### config.mk
export PLATFORM = sky130hd
export DESIGN_NAME = seg_ptw
export DESIGN_NICKNAME = d
export VERILOG_FILES = /design/src/rtl/ptw_pkg.sv /design/src/rtl/ptw_base_file.sv /design/src/rtl/ptw_entry_eval.sv /design/src/rtl/seg_ptw.sv
export SDC_FILE = /design/constraint.sdc
export NUM_CORES = 1
export LEC_CHECK = 0
export ABC_AREA = 1
export BUFFER_PORTS_ARGS = -buffer_cell sky130_fd_sc_hd__buf_2
export CORE_MARGIN = 4
export CORE_UTILIZATION = 40
export CTS_CLUSTER_SIZE = 16
export DETAILED_ROUTE_END_ITERATION = 16
export GPL_TIMING_DRIVEN = 0
export PLACE_DENSITY_LB_ADDON = 0.15
export SYNTH_ARGS = -nofsm -noshare
export SYNTH_HDL_FRONTEND = slang
export SYNTH_HIERARCHICAL = 1
export SYNTH_SLANG_ARGS = --single-unit
### constraint.sdc
create_clock -name clk_i -period 2.56 [get_ports clk_i]
set_clock_uncertainty 0.2 [all_clocks]
set_input_delay 0.512 -clock clk_i [delete_from_list [all_inputs] [get_ports clk_i]]
set_output_delay 0.512 -clock clk_i [all_outputs]
set_load 0.005 [all_outputs]
### src/rtl/ptw_pkg.sv
package ptw_pkg;
  localparam int VA_W   = 18;
  localparam int PA_W   = 20;
  localparam int OFF_W  = 10;
  localparam int WORD_W = 36;
  localparam int HALF_W = WORD_W / 2;
  localparam int PPN_W  = PA_W - OFF_W;
  localparam int PAGE_W = VA_W - 1 - OFF_W;
  localparam int TIDX_W = PAGE_W - 1;
  localparam int NBASE  = 4;
  localparam int BIDX_W = $clog2(NBASE);

  // entry field positions within an 18-bit halfword
  localparam int ACC_HI  = 17;
  localparam int ACC_LO  = 16;
  localparam int AGE_BIT = 13;
  localparam int C_BIT   = 12;

  typedef enum logic [2:0] {
    ST_IDLE,
    ST_ISSUE,
    ST_WAIT,
    ST_EVAL,
    ST_WB,
    ST_RESP
  } ptw_state_e;

  typedef struct packed {
    logic             fault;
    logic             cache;
    logic             age_clr;
    logic [PPN_W-1:0] ppn;
  } ptw_result_t;
endpackage

### src/rtl/ptw_base_file.sv
module ptw_base_file
  import ptw_pkg::*;
#(
  parameter int N  = NBASE,
  parameter int AW = PA_W,
  localparam int IW = $clog2(N)
) (
  input  logic          clk_i,
  input  logic          rst_ni,
  input  logic          we_i,
  input  logic [IW-1:0] widx_i,
  input  logic [AW-1:0] wdata_i,
  input  logic          exec_i,
  input  logic          high_i,
  output logic [AW-1:0] base_o
);
  logic [AW-1:0] base_q [N];
  logic [IW-1:0] sel;

  for (genvar g = 0; g < N; g++) begin : g_reg
    always_ff @(posedge clk_i or negedge rst_ni) begin
      if (!rst_ni)                          base_q[g] <= '0;
      else if (we_i && widx_i == IW'(g))    base_q[g] <= wdata_i;
    end
  end

  // user: low=0 high=1; exec: high=2 low=3
  assign sel    = {exec_i, exec_i ^ high_i};
  assign base_o = base_q[sel];
endmodule

### src/rtl/ptw_entry_eval.sv
module ptw_entry_eval
  import ptw_pkg::*;
(
  input  logic [WORD_W-1:0] word_i,
  input  logic              odd_i,
  input  logic              write_i,
  output ptw_result_t       res_o,
  output logic [WORD_W-1:0] wb_word_o
);
  logic [HALF_W-1:0] ent;
  logic [1:0]        acc;
  logic              allowed;
  logic              age;

  assign ent = odd_i ? word_i[HALF_W-1:0] : word_i[WORD_W-1:HALF_W];
  assign acc = ent[ACC_HI:ACC_LO];
  assign age = ent[AGE_BIT];

  always_comb begin
    unique case (acc)
      2'b00:        allowed = 1'b0;
      2'b01, 2'b10: allowed = !write_i;
      default:      allowed = 1'b1;
    endcase
  end

  always_comb begin
    res_o.fault   = !allowed;
    res_o.cache   = allowed & ent[C_BIT];
    res_o.age_clr = allowed & age;
    res_o.ppn     = allowed ? ent[PPN_W-1:0] : '0;
  end

  always_comb begin
    wb_word_o = word_i;
    if (odd_i) wb_word_o[AGE_BIT]          = 1'b0;
    else       wb_word_o[HALF_W + AGE_BIT] = 1'b0;
  end
endmodule

### src/rtl/seg_ptw.sv
module seg_ptw
  import ptw_pkg::*;
(
  input  logic              clk_i,
  input  logic              rst_ni,
  input  logic              base_we_i,
  input  logic [1:0]        base_idx_i,
  input  logic [PA_W-1:0]   base_data_i,
  input  logic              req_i,
  output logic              ready_o,
  input  logic [VA_W-1:0]   req_vaddr_i,
  input  logic              req_exec_i,
  input  logic              req_write_i,
  output logic              rsp_valid_o,
  output logic              rsp_fault_o,
  output logic [PA_W-1:0]   rsp_paddr_o,
  output logic              rsp_cache_o,
  output logic              rsp_age_clr_o,
  output logic              mem_rd_o,
  output logic              mem_wr_o,
  output logic [PA_W-1:0]   mem_addr_o,
  output logic [WORD_W-1:0] mem_wdata_o,
  input  logic              mem_rvalid_i,
  input  logic [WORD_W-1:0] mem_rdata_i
);
  ptw_state_e        state_q, state_d;
  logic [PA_W-1:0]   base;
  logic [PA_W-1:0]   taddr_q;
  logic              odd_q, wr_q;
  logic [OFF_W-1:0]  off_q;
  logic [WORD_W-1:0] word_q, wb_word_q, wb_word;
  ptw_result_t       res, res_q;
  logic              accept;

  ptw_base_file #(.N(NBASE), .AW(PA_W)) u_base (
    .clk_i   (clk_i),
    .rst_ni  (rst_ni),
    .we_i    (base_we_i),
    .widx_i  (base_idx_i),
    .wdata_i (base_data_i),
    .exec_i  (req_exec_i),
    .high_i  (req_vaddr_i[VA_W-1]),
    .base_o  (base)
  );

  ptw_entry_eval u_eval (
    .word_i    (word_q),
    .odd_i     (odd_q),
    .write_i   (wr_q),
    .res_o     (res),
    .wb_word_o (wb_word)
  );

  assign ready_o = (state_q == ST_IDLE);
  assign accept  = ready_o && req_i;

  always_comb begin
    state_d = state_q;
    unique case (state_q)
      ST_IDLE:  if (req_i) state_d = ST_ISSUE;
      ST_ISSUE: state_d = ST_WAIT;
      ST_WAIT:  if (mem_rvalid_i) state_d = ST_EVAL;
      ST_EVAL:  state_d = res.age_clr ? ST_WB : ST_RESP;
      ST_WB:    state_d = ST_RESP;
      ST_RESP:  state_d = ST_IDLE;
      default:  state_d = ST_IDLE;
    endcase
  end

  always_ff @(posedge clk_i or negedge rst_ni) begin
    if (!rst_ni) begin
      state_q   <= ST_IDLE;
      taddr_q   <= '0;
      odd_q     <= 1'b0;
      wr_q      <= 1'b0;
      off_q     <= '0;
      word_q    <= '0;
      wb_word_q <= '0;
      res_q     <= '0;
    end else begin
      state_q <= state_d;
      if (accept) begin
        taddr_q <= base + PA_W'(req_vaddr_i[VA_W-2:OFF_W+1]);
        odd_q   <= req_vaddr_i[OFF_W];
        wr_q    <= req_write_i;
        off_q   <= req_vaddr_i[OFF_W-1:0];
      end
      if (state_q == ST_WAIT && mem_rvalid_i) word_q <= mem_rdata_i;
      if (state_q == ST_EVAL) begin
        res_q     <= res;
        wb_word_q <= wb_word;
      end
    end
  end

  assign mem_rd_o      = (state_q == ST_ISSUE);
  assign mem_wr_o      = (state_q == ST_WB);
  assign mem_addr_o    = taddr_q;
  assign mem_wdata_o   = wb_word_q;
  assign rsp_valid_o   = (state_q == ST_RESP);
  assign rsp_fault_o   = rsp_valid_o & res_q.fault;
  assign rsp_cache_o   = rsp_valid_o & res_q.cache;
  assign rsp_age_clr_o = rsp_valid_o & res_q.age_clr;
  assign rsp_paddr_o   = (rsp_valid_o && !res_q.fault) ? {res_q.ppn, off_q} : '0;

  p_rd_wr_excl_r7: assert property (@(posedge clk_i) disable iff (!rst_ni)
    !(mem_rd_o && mem_wr_o));
  p_wb_before_rsp_r7: assert property (@(posedge clk_i) disable iff (!rst_ni)
    mem_wr_o |=> rsp_valid_o && rsp_age_clr_o);
  p_fault_quiet_r8: assert property (@(posedge clk_i) disable iff (!rst_ni)
    rsp_valid_o && rsp_fault_o |-> !rsp_age_clr_o && !rsp_cache_o && rsp_paddr_o == '0);
  p_accept_busy_r9: assert property (@(posedge clk_i) disable iff (!rst_ni)
    req_i && ready_o |=> mem_rd_o && !ready_o);
  p_rsp_pulse_r11: assert property (@(posedge clk_i) disable iff (!rst_ni)
    rsp_valid_o |=> !rsp_valid_o);
endmodule

==> results, run 1 <==
- After detailed placement, the total cell area comes to around 11000 um2.
- The longest clock path from root to sink contains 2 buffers.
- The worst setup path is of the register to primary output kind.
- CTS built an H-tree with a depth of 4.
- The relative contribution of the clock network to total power is 0.227.
- Measured along the x axis, the die boundary spans approximately 170 um.
- The area of the mapped netlist is 10100 um2.
- The final wirelength is ~27 mm.
- In this run the worst hold path is classified as input port to register.
- The flow ran to the end, and the final reports show no timing, DRC or antenna violations.
- The core box area is approximately 25000 um2.
- The die covers between 20000 and 30000 um2.
- The worst path required time is 1.85 ns.
- The sequential fraction of the synthesis area is 0.493.
- For the pin with the worst max-slew slack, the measured transition is around 0.83 ns.
- The flip-flop and latch count after synthesis is 200.
- The pin count of the biggest net entering global routing is about 110.
- The share of total power dissipated in combinational logic is 0.370.
- Across the VDD grid, the largest voltage drop is a little over 0.5 mV.
- The arrival time reported for the critical path endpoint is around 1.7 ns.
- Of the available clock period, the critical path in the final layout requires 0.940.
- The placed cell count is ~1.8k.
- For this design the ratio of total power to cell area is roughly 1000 nW/um2.
- The number of cells produced by synthesis is approximately 1.3k.
- The total congestion overflow after global routing is 0.
- On the final layout, the worst hold slack is 0.0719 ns.
- After legalization and detailed placement, the total HPWL measured around 19 mm.
- Walking the worst path, the cells encountered are nor3_4, nand2_2, buf_2, nor2_1, buf_2.
- Yosys printed 6 warnings.
- The analysis attributes to net switching a power of 4.38 mW.
- The first global-routing pass estimated 43.4 mm of wire.
- Synthesis produced a netlist with a net count of 1389.
- Summing over every cut layer, the via total after detailed routing is around 8.5k.
- The number of different library cells used by synthesis comes to 37.
- Leaving out fill and tap cells, the most frequent cells in the layout are nand2_1, dfrtp_1, buf_2.
- The number of failing hold endpoints at the final stage was 0.
- The timing-limited maximum frequency is 0.415 GHz.
- The clock insertion delay at the later pin of the skew report is between 0.4 and 0.5 ns.
- The area growth from synthesis to layout is 19.0%.
- The startpoint type of the worst setup path is a register.
- TritonCTS built the clock tree.
- The count of nets left with antenna violations after detail routing is 0.
- The post-route minimum period is around 2.4 ns.
- The number of buffers created by CTS is 17.
- The commonest non-fill, non-tap cell in the layout is nand2_1.
- The internal portion of the total power is 7.60 mW.
- The initial antenna violation count is 1.
- The analysis attributes to cell leakage a power of about 7 nW.
- The post-route non-filler standard cell count is 1826.
- The congestion estimate from routability-driven global placement came to slightly below 0.9.
- The global-route total usage across every layer is 0.192.
- The number of placed I/O pins is ~170.
- The number of global-route vias before repair came to roughly 8.1k.
- The number of design-rule violations left by the first detailed-router iteration is 623.
- The detailed-routing iteration count for the pre-antenna-repair pass is 5.
- In the final layout, the share of cells above drive strength 1 is 0.235.
- The relative contribution of sequential cells to total power is 0.403.
- The most numerous cell type found on the critical path is buf_2.
- The number of clock sinks is 200.
- The number of buffers and inverters on the critical path is 2.
- The cell with the biggest individual delay on the critical path is dfrtp_1.
- After detailed routing, the average wire length per cell comes to between 10 and 15 um.
- For this configuration, the core starts out at a cell density of 0.405.
- Setup repair after global routing left no endpoint under its margin.
- The final setup violation count is 0.
- The relative max-transition margin is 0.444.
- The tool flagged a number of max-cap violations equal to 0.
- The worst setup path is captured at a primary output.
- The row count is 58.
- Of all nets on the critical path, the largest fanout is 10.
- In the routed design, unresolved DRC markers number 0.
- During placement, the flow inserted port buffers numbering roughly 160.
- The tree is rooted in a clkbuf_16.
- The synthesized area per cell is ~8 um2.
- The largest single stage delay on the critical path is a little under 0.5 ns.
- The switching share of power is 0.366.
- Clock-pin slew was measured on the worst setup and hold paths at around 0.070 ns.
- The max-slew violation count is 0.
- The via density per instance is about 4.7.
- The floorplan step set the die height to roughly 170 um.
- The layout net count is 1573.
- The post-layout instance area is between 10000 and 15000 um2.
- On the critical path the largest part of the delay comes from flip-flops.
==> registers in the layout (all words and copies together) (netlist names) <==
register / count
mem_wdata_o: 36
mem_addr_o: 20
u_base/base_q: 80
odd_q: 1
state_q: 3
res_q: 13
wr_q: 1
word_q: 36
off_q: 10
==> tightest hold or removal path: cells and delay by family <==
family                 cells  cell delay [ns]
and+or+nand+nor            2             0.09
buffers and inverters      1             0.07
==> through the flow <==
step           TNS, ns  utilization  worst slack (ns)  power (mW)
2_1_floorplan        0            -           0.00421        7.83
4_1_cts              0        0.480           0.00818        12.1
3_5_place_dp     -6.49        0.456            -0.522        9.34
5_1_grt              0        0.482            0.0115        13.0
3_3_place_gp   -553.56        0.455             -2.76        9.24
6_report             0        0.482             0.153        12.0
==> worst paths after layout <==
path / startpoint / to / slack [ns] / cells after the start
max: state_q[1] / rsp_paddr_o[7] / 0.15 / 5
min: req_write_i / wr_q / 0.07 / 3
max reg2reg: u_base/base_q[40] / mem_addr_o[8] / 0.23 / 15
min reg2reg: mem_wdata_o[4] / mem_wdata_o[4] / 0.27 / 2
max in group asynchronous: rst_ni / odd_q / 0.66 / 3
min in group asynchronous: rst_ni / mem_wdata_o[22] / 0.49 / 2
==> power groups by stage <==
| stage | clock network (mW) | logic, mW | registers [mW] |
|---|---|---|---|
| after global routing | 2.95 | 5.05 | 4.97 |
| after floorplan | 0 | 3.02 | 4.81 |
| after detailed placement | 0 | 4.45 | 4.88 |
| after global placement | 0 | 4.38 | 4.85 |
| after CTS | 2.80 | 4.47 | 4.82 |
| final | 2.73 | 4.43 | 4.83 |
==> synthesized netlist by cell type, drive strengths merged <==
cell    count  share of area
or2         5         0.0031
nor3b       1        0.00074
nand3      95          0.048
o32ai       1        0.00086
nand4      45          0.028
and2        1        0.00062
mux2       36          0.040
buf        80          0.053
o21ai      53          0.027
nor3        7         0.0035
dfrtp     200           0.49
xnor2       2         0.0017
ha          7         0.0086
o21bai      1        0.00074
nand2     519           0.19
fa          1         0.0020
nor2       43          0.017
clkbuf     19         0.0080
xor2        2         0.0017
inv       175          0.065
a21oi       5         0.0025
==> area by class of cell <==
type	count	area, um2
inverter	175	668
clock buffer	17	425
tap	330	413
antenna	1	2.50
multi-input combinational	824	3900
buffer	98	629
timing repair buffer	166	871
clock inverter	15	163
sequential	200	5000
fill	2537	13000
==> kinds of logic (layout without fill, tap and decap cells) <==
logic type               count (synthesis)  in the layout  share of synthesized area
AO/OA/AOI/OAI                           60             60                     0.0309
XOR/XNOR                                 4              4                    0.00345
adder cells (fa/ha/maj)                  8              8                     0.0106
buffers and inverters                  274            471                      0.126
flip-flops                             200            200                      0.493
multiplexers                            36             36                     0.0400
other                                    0              1                          0
AND/OR/NAND/NOR                        716            716                      0.296
==> per-layer routing <==
metal / share of wire / GRT usage / vias to the layer above
li1: - / - / 4340
met1: 0.50 / 0.286 / 3918
met2: 0.44 / 0.297 / 211
met3: 0.050 / 0.0345 / 21
met4: 0.0078 / 0.0385 / 2
met5: 0.00026 / 0 / -
==> what timing repair did <==
item / 4_1_cts / 5_1_grt
endpoints found under the hold margin: 109 / 0
buffers inserted: 0 / 1
pin swaps: 0 / 2
hold buffers: 1 / 0
gates resized for setup: 1 / 19
endpoints found under the setup margin: 24 / 36
(Power assumes the default switching activity.)
==> run 2, diff against run 1 <==
--- a/config.mk
+++ b/config.mk
@@ -9,10 +9,12 @@
 export BUFFER_PORTS_ARGS = -buffer_cell sky130_fd_sc_hd__buf_2
 export CORE_MARGIN = 4
 export CORE_UTILIZATION = 40
+export CTS_BUF_LIST = sky130_fd_sc_hd__clkbuf_2 sky130_fd_sc_hd__clkbuf_4 sky130_fd_sc_hd__clkbuf_8
 export CTS_CLUSTER_SIZE = 16
 export DETAILED_ROUTE_END_ITERATION = 16
 export GPL_TIMING_DRIVEN = 0
 export PLACE_DENSITY_LB_ADDON = 0.15
+export RECOVER_POWER = 100
 export SYNTH_ARGS = -nofsm -noshare
 export SYNTH_HDL_FRONTEND = slang
 export SYNTH_HIERARCHICAL = 1
==> run 2 against run 1 <==
  * Worst hold slack lost 0.023 ns
  * Via count grew 0.68%
  * Sequential share of layout area up 0.68 points
  * Combinational power about the same
  * Design area decreased by 1.6%
  * First-iteration DRC count down 7.5%
==> results, run 2 (synthesis results as in run 1) <==
- The layout net count is 1577.
- The startpoint identified for the worst register-to-register timing path is u_base/base_q[40].
- The clock tree synthesis step divided the H-tree into 4 levels.
- Static timing analysis puts the maximum clock frequency at 0.417 GHz.
- The largest fanout of any net on the critical path is 10.
- The first-pass GRT wire length is 43.3 mm.
- The buffer cell driving the clock tree root is clkbuf_8.
- The critical path class is register to primary output.
- The startpoint identified for the worst hold timing path is req_write_i.
- The relative max-transition margin is 0.448.
- The area added between synthesis and finish is 17.1%.
- The clock insertion delay at the later pin of the skew report is around 0.46 ns.
- The share of total power dissipated in sequential elements is 0.425.
- VDD sags by at most ~0.52 mV.
- Pin placement for this block handled around 170 I/O pins.
- The width of the die is 167 um.
- After routing the design area is roughly 12000 um2.
- The number of failing hold endpoints at the final stage is 0.
- Across the whole layout, storage elements account for approximately 5000 um2.
- Detailed placement finished with a half-perimeter wire length of 19.4 mm.
- The global-route total usage across every layer is 0.191.
- The placed cell count is roughly 1.8k.
- The flow ran to the end, and the final reports show no timing, DRC or antenna violations.
- The number of global-route vias before repair is ~8.1k.
- The initial antenna violation count was 1.
- The worst path required time is about 1.9 ns.
- Entering global routing, the biggest net connects about 110 pins.
- The relative contribution of the clock network to total power is 0.182.
- The worst path in the final design needs a cycle of between 2 and 2.5 ns, including I/O delays and setup.
- The arrival time reported for the critical path endpoint is 1.69 ns.
- The register with the most flip-flops in the layout has 80 of them.
- TritonCTS built the clock tree.
- After global routing the overflow that remains totals 0.
- The capturing element type of the critical path is a primary output.
- Across all hold checks on the routed design, the worst slack comes to slightly below 0.05 ns.
- For this run, the share of the core covered by cells in the final layout is 0.475.
- Counting the buffers created by CTS gives 17.
- The core box area is approximately 25000 um2.
- At the end of routability-driven placement, the weighted congestion stood at 0.871.
- The ratio of cells with drive above 1 in the final layout is 0.231.
- The max-slew violation count was 0.
- The analysis attributes to cell leakage a power of 6.73 nW.
- The count of buffers added on input and output ports is roughly 160.
- The path category of the worst min-delay check is input port to register.
- The worst setup path is launched from a register.
- For this design the ratio of total power to cell area is between 900 and 1000 nW/um2.
- Counting along the longest clock path gives a buffer depth of 2.
- The slew at the pin with the worst max-slew slack is approximately 0.83 ns.
- The completed layout was analyzed and its total power is 11.3 mW.
- The cell area after placement is about 11000 um2.
- After floorplanning, the core was divided into 58 placement rows.
- For this run, design rule violations remaining after detail routing come to 0.
- In the finished design, the share of the clock period the worst path needs comes to 0.938.
- The mean routed wirelength per cell is around 14 um.
- The launching element of the worst setup path is state_q[0].
- The commonest non-fill, non-tap cell in the layout is nand2_1.
- The net switching component of the power is around 4.3 mW.
- The number of vias after detailed routing is around 8.6k.
- The internal power is ~7 mW.
- The final setup violation count is 0.
- The multi-input logic area is between 3000 and 4000 um2.
- Fill cells in the final layout number approximately 2.6k.
- The height of the die is 167 um.
- Using the TritonRoute via totals, the vias-per-cell ratio works out to around 4.7.
- The count of nets left with antenna violations after detail routing is 0.
- The area of the die is around 28000 um2.
- The clock net in this run drives a total of 200 sinks.
- The count of cells in the finished layout, fillers not included, comes to 1830.
- The part of the power in combinational logic is 0.393.
- The top cell types in the final layout, fill and taps aside, are nand2_1, dfrtp_1, buf_2.
- The starting density of the core is 0.405.
- More flip-flops sit in one register than any other, and that register is u_base/base_q.
- The number of design-rule violations left by the first detailed-router iteration is 576.
- The final layout contains routed wiring with a total length of approximately 26 mm.
- After clock tree synthesis, the clock-pin slew on the worst setup and hold paths is around 0.10 ns.
- Across the run, the number of max-cap violations was 0.
- The detailed-routing iteration count for the pre-antenna-repair pass is 5.
- The switching share of power is 0.378.
==> run 2: cell count changes in the layout (fill, tap and decap cells not counted), moves of 3 or more <==
cell | previous run | this run
o21ai_1 | 22 | 4
buf_4 | 39 | 42
clkbuf_16 | 17 | 0
o21ai_0 | 28 | 46
clkbuf_8 | 1 | 18
buf_2 | 194 | 189
clkbuf_1 | 14 | 22
==> run 2: metrics by stage <==
stage          setup slack, ns  setup TNS (ns)
3_5_place_dp            -0.522           -6.49
5_1_grt               -0.00389        -0.00389
3_3_place_gp             -2.76         -553.56
2_1_floorplan          0.00421               0
6_report                 0.159               0
4_1_cts                 0.0129               0
==> run 2: area by class of cell <==
cell class              instances  share of cell area
plain buffers                  98              0.0521
clock inverters                15              0.0137
clock buffers                  17              0.0197
multi-input cells             824               0.326
inverters                     175              0.0562
flip-flops and latches        200               0.421
diodes                          1            0.000211
repair buffers                170              0.0758
well taps                     330              0.0347
==> run 2: timing repair <==
item                                   4_1_cts  5_1_grt
pin swaps                                    0        2
endpoints found under the hold margin      109        0
setup endpoints to repair                   26       34
buffers inserted                             0        5
gates resized for setup                      2       15
hold buffers                                 1        0
==> run 2: path summary, 6_finish.rpt <==
check	to	slack, ns	cells after the start
min in group asynchronous	mem_wdata_o[22]	0.46	2
setup / recovery	rsp_paddr_o[7]	0.16	6
hold / removal	wr_q	0.05	3
max in group asynchronous	u_base/base_q[4]	0.69	3
hold reg to reg	mem_wdata_o[22]	0.27	2
setup reg to reg	mem_addr_o[16]	0.21	15
==> run 2: power groups by stage <==
stage               clock [mW]  sequential [mW]  combinational, mW
finish                    2.06             4.81               4.45
detailed placement           0             4.88               4.45
global placement             0             4.85               4.38
floorplan                    0             4.81               3.02
global route              2.28             4.95               5.07
CTS                       2.13             4.82               4.48
==> run 2: routing by layer <==
layer	wire (um)	global-route usage	vias to the layer above	share of wire
li1	-	-	4350	-
met1	13200	0.286	3973	0.50
met2	11700	0.297	208	0.44
met3	1290	0.0302	17	0.049
met4	227	0.0367	2	0.0086
met5	7	0	-	0.00026
==> run 2: worst max-delay path: stages, from the launching register on <==
cell	delay (ns)
dfrtp_1	0.39
inv_1	0.11
nor3_4	0.26
nand2_2	0.08
buf_2	0.18
nor2_1	0.09
buf_2	0.12
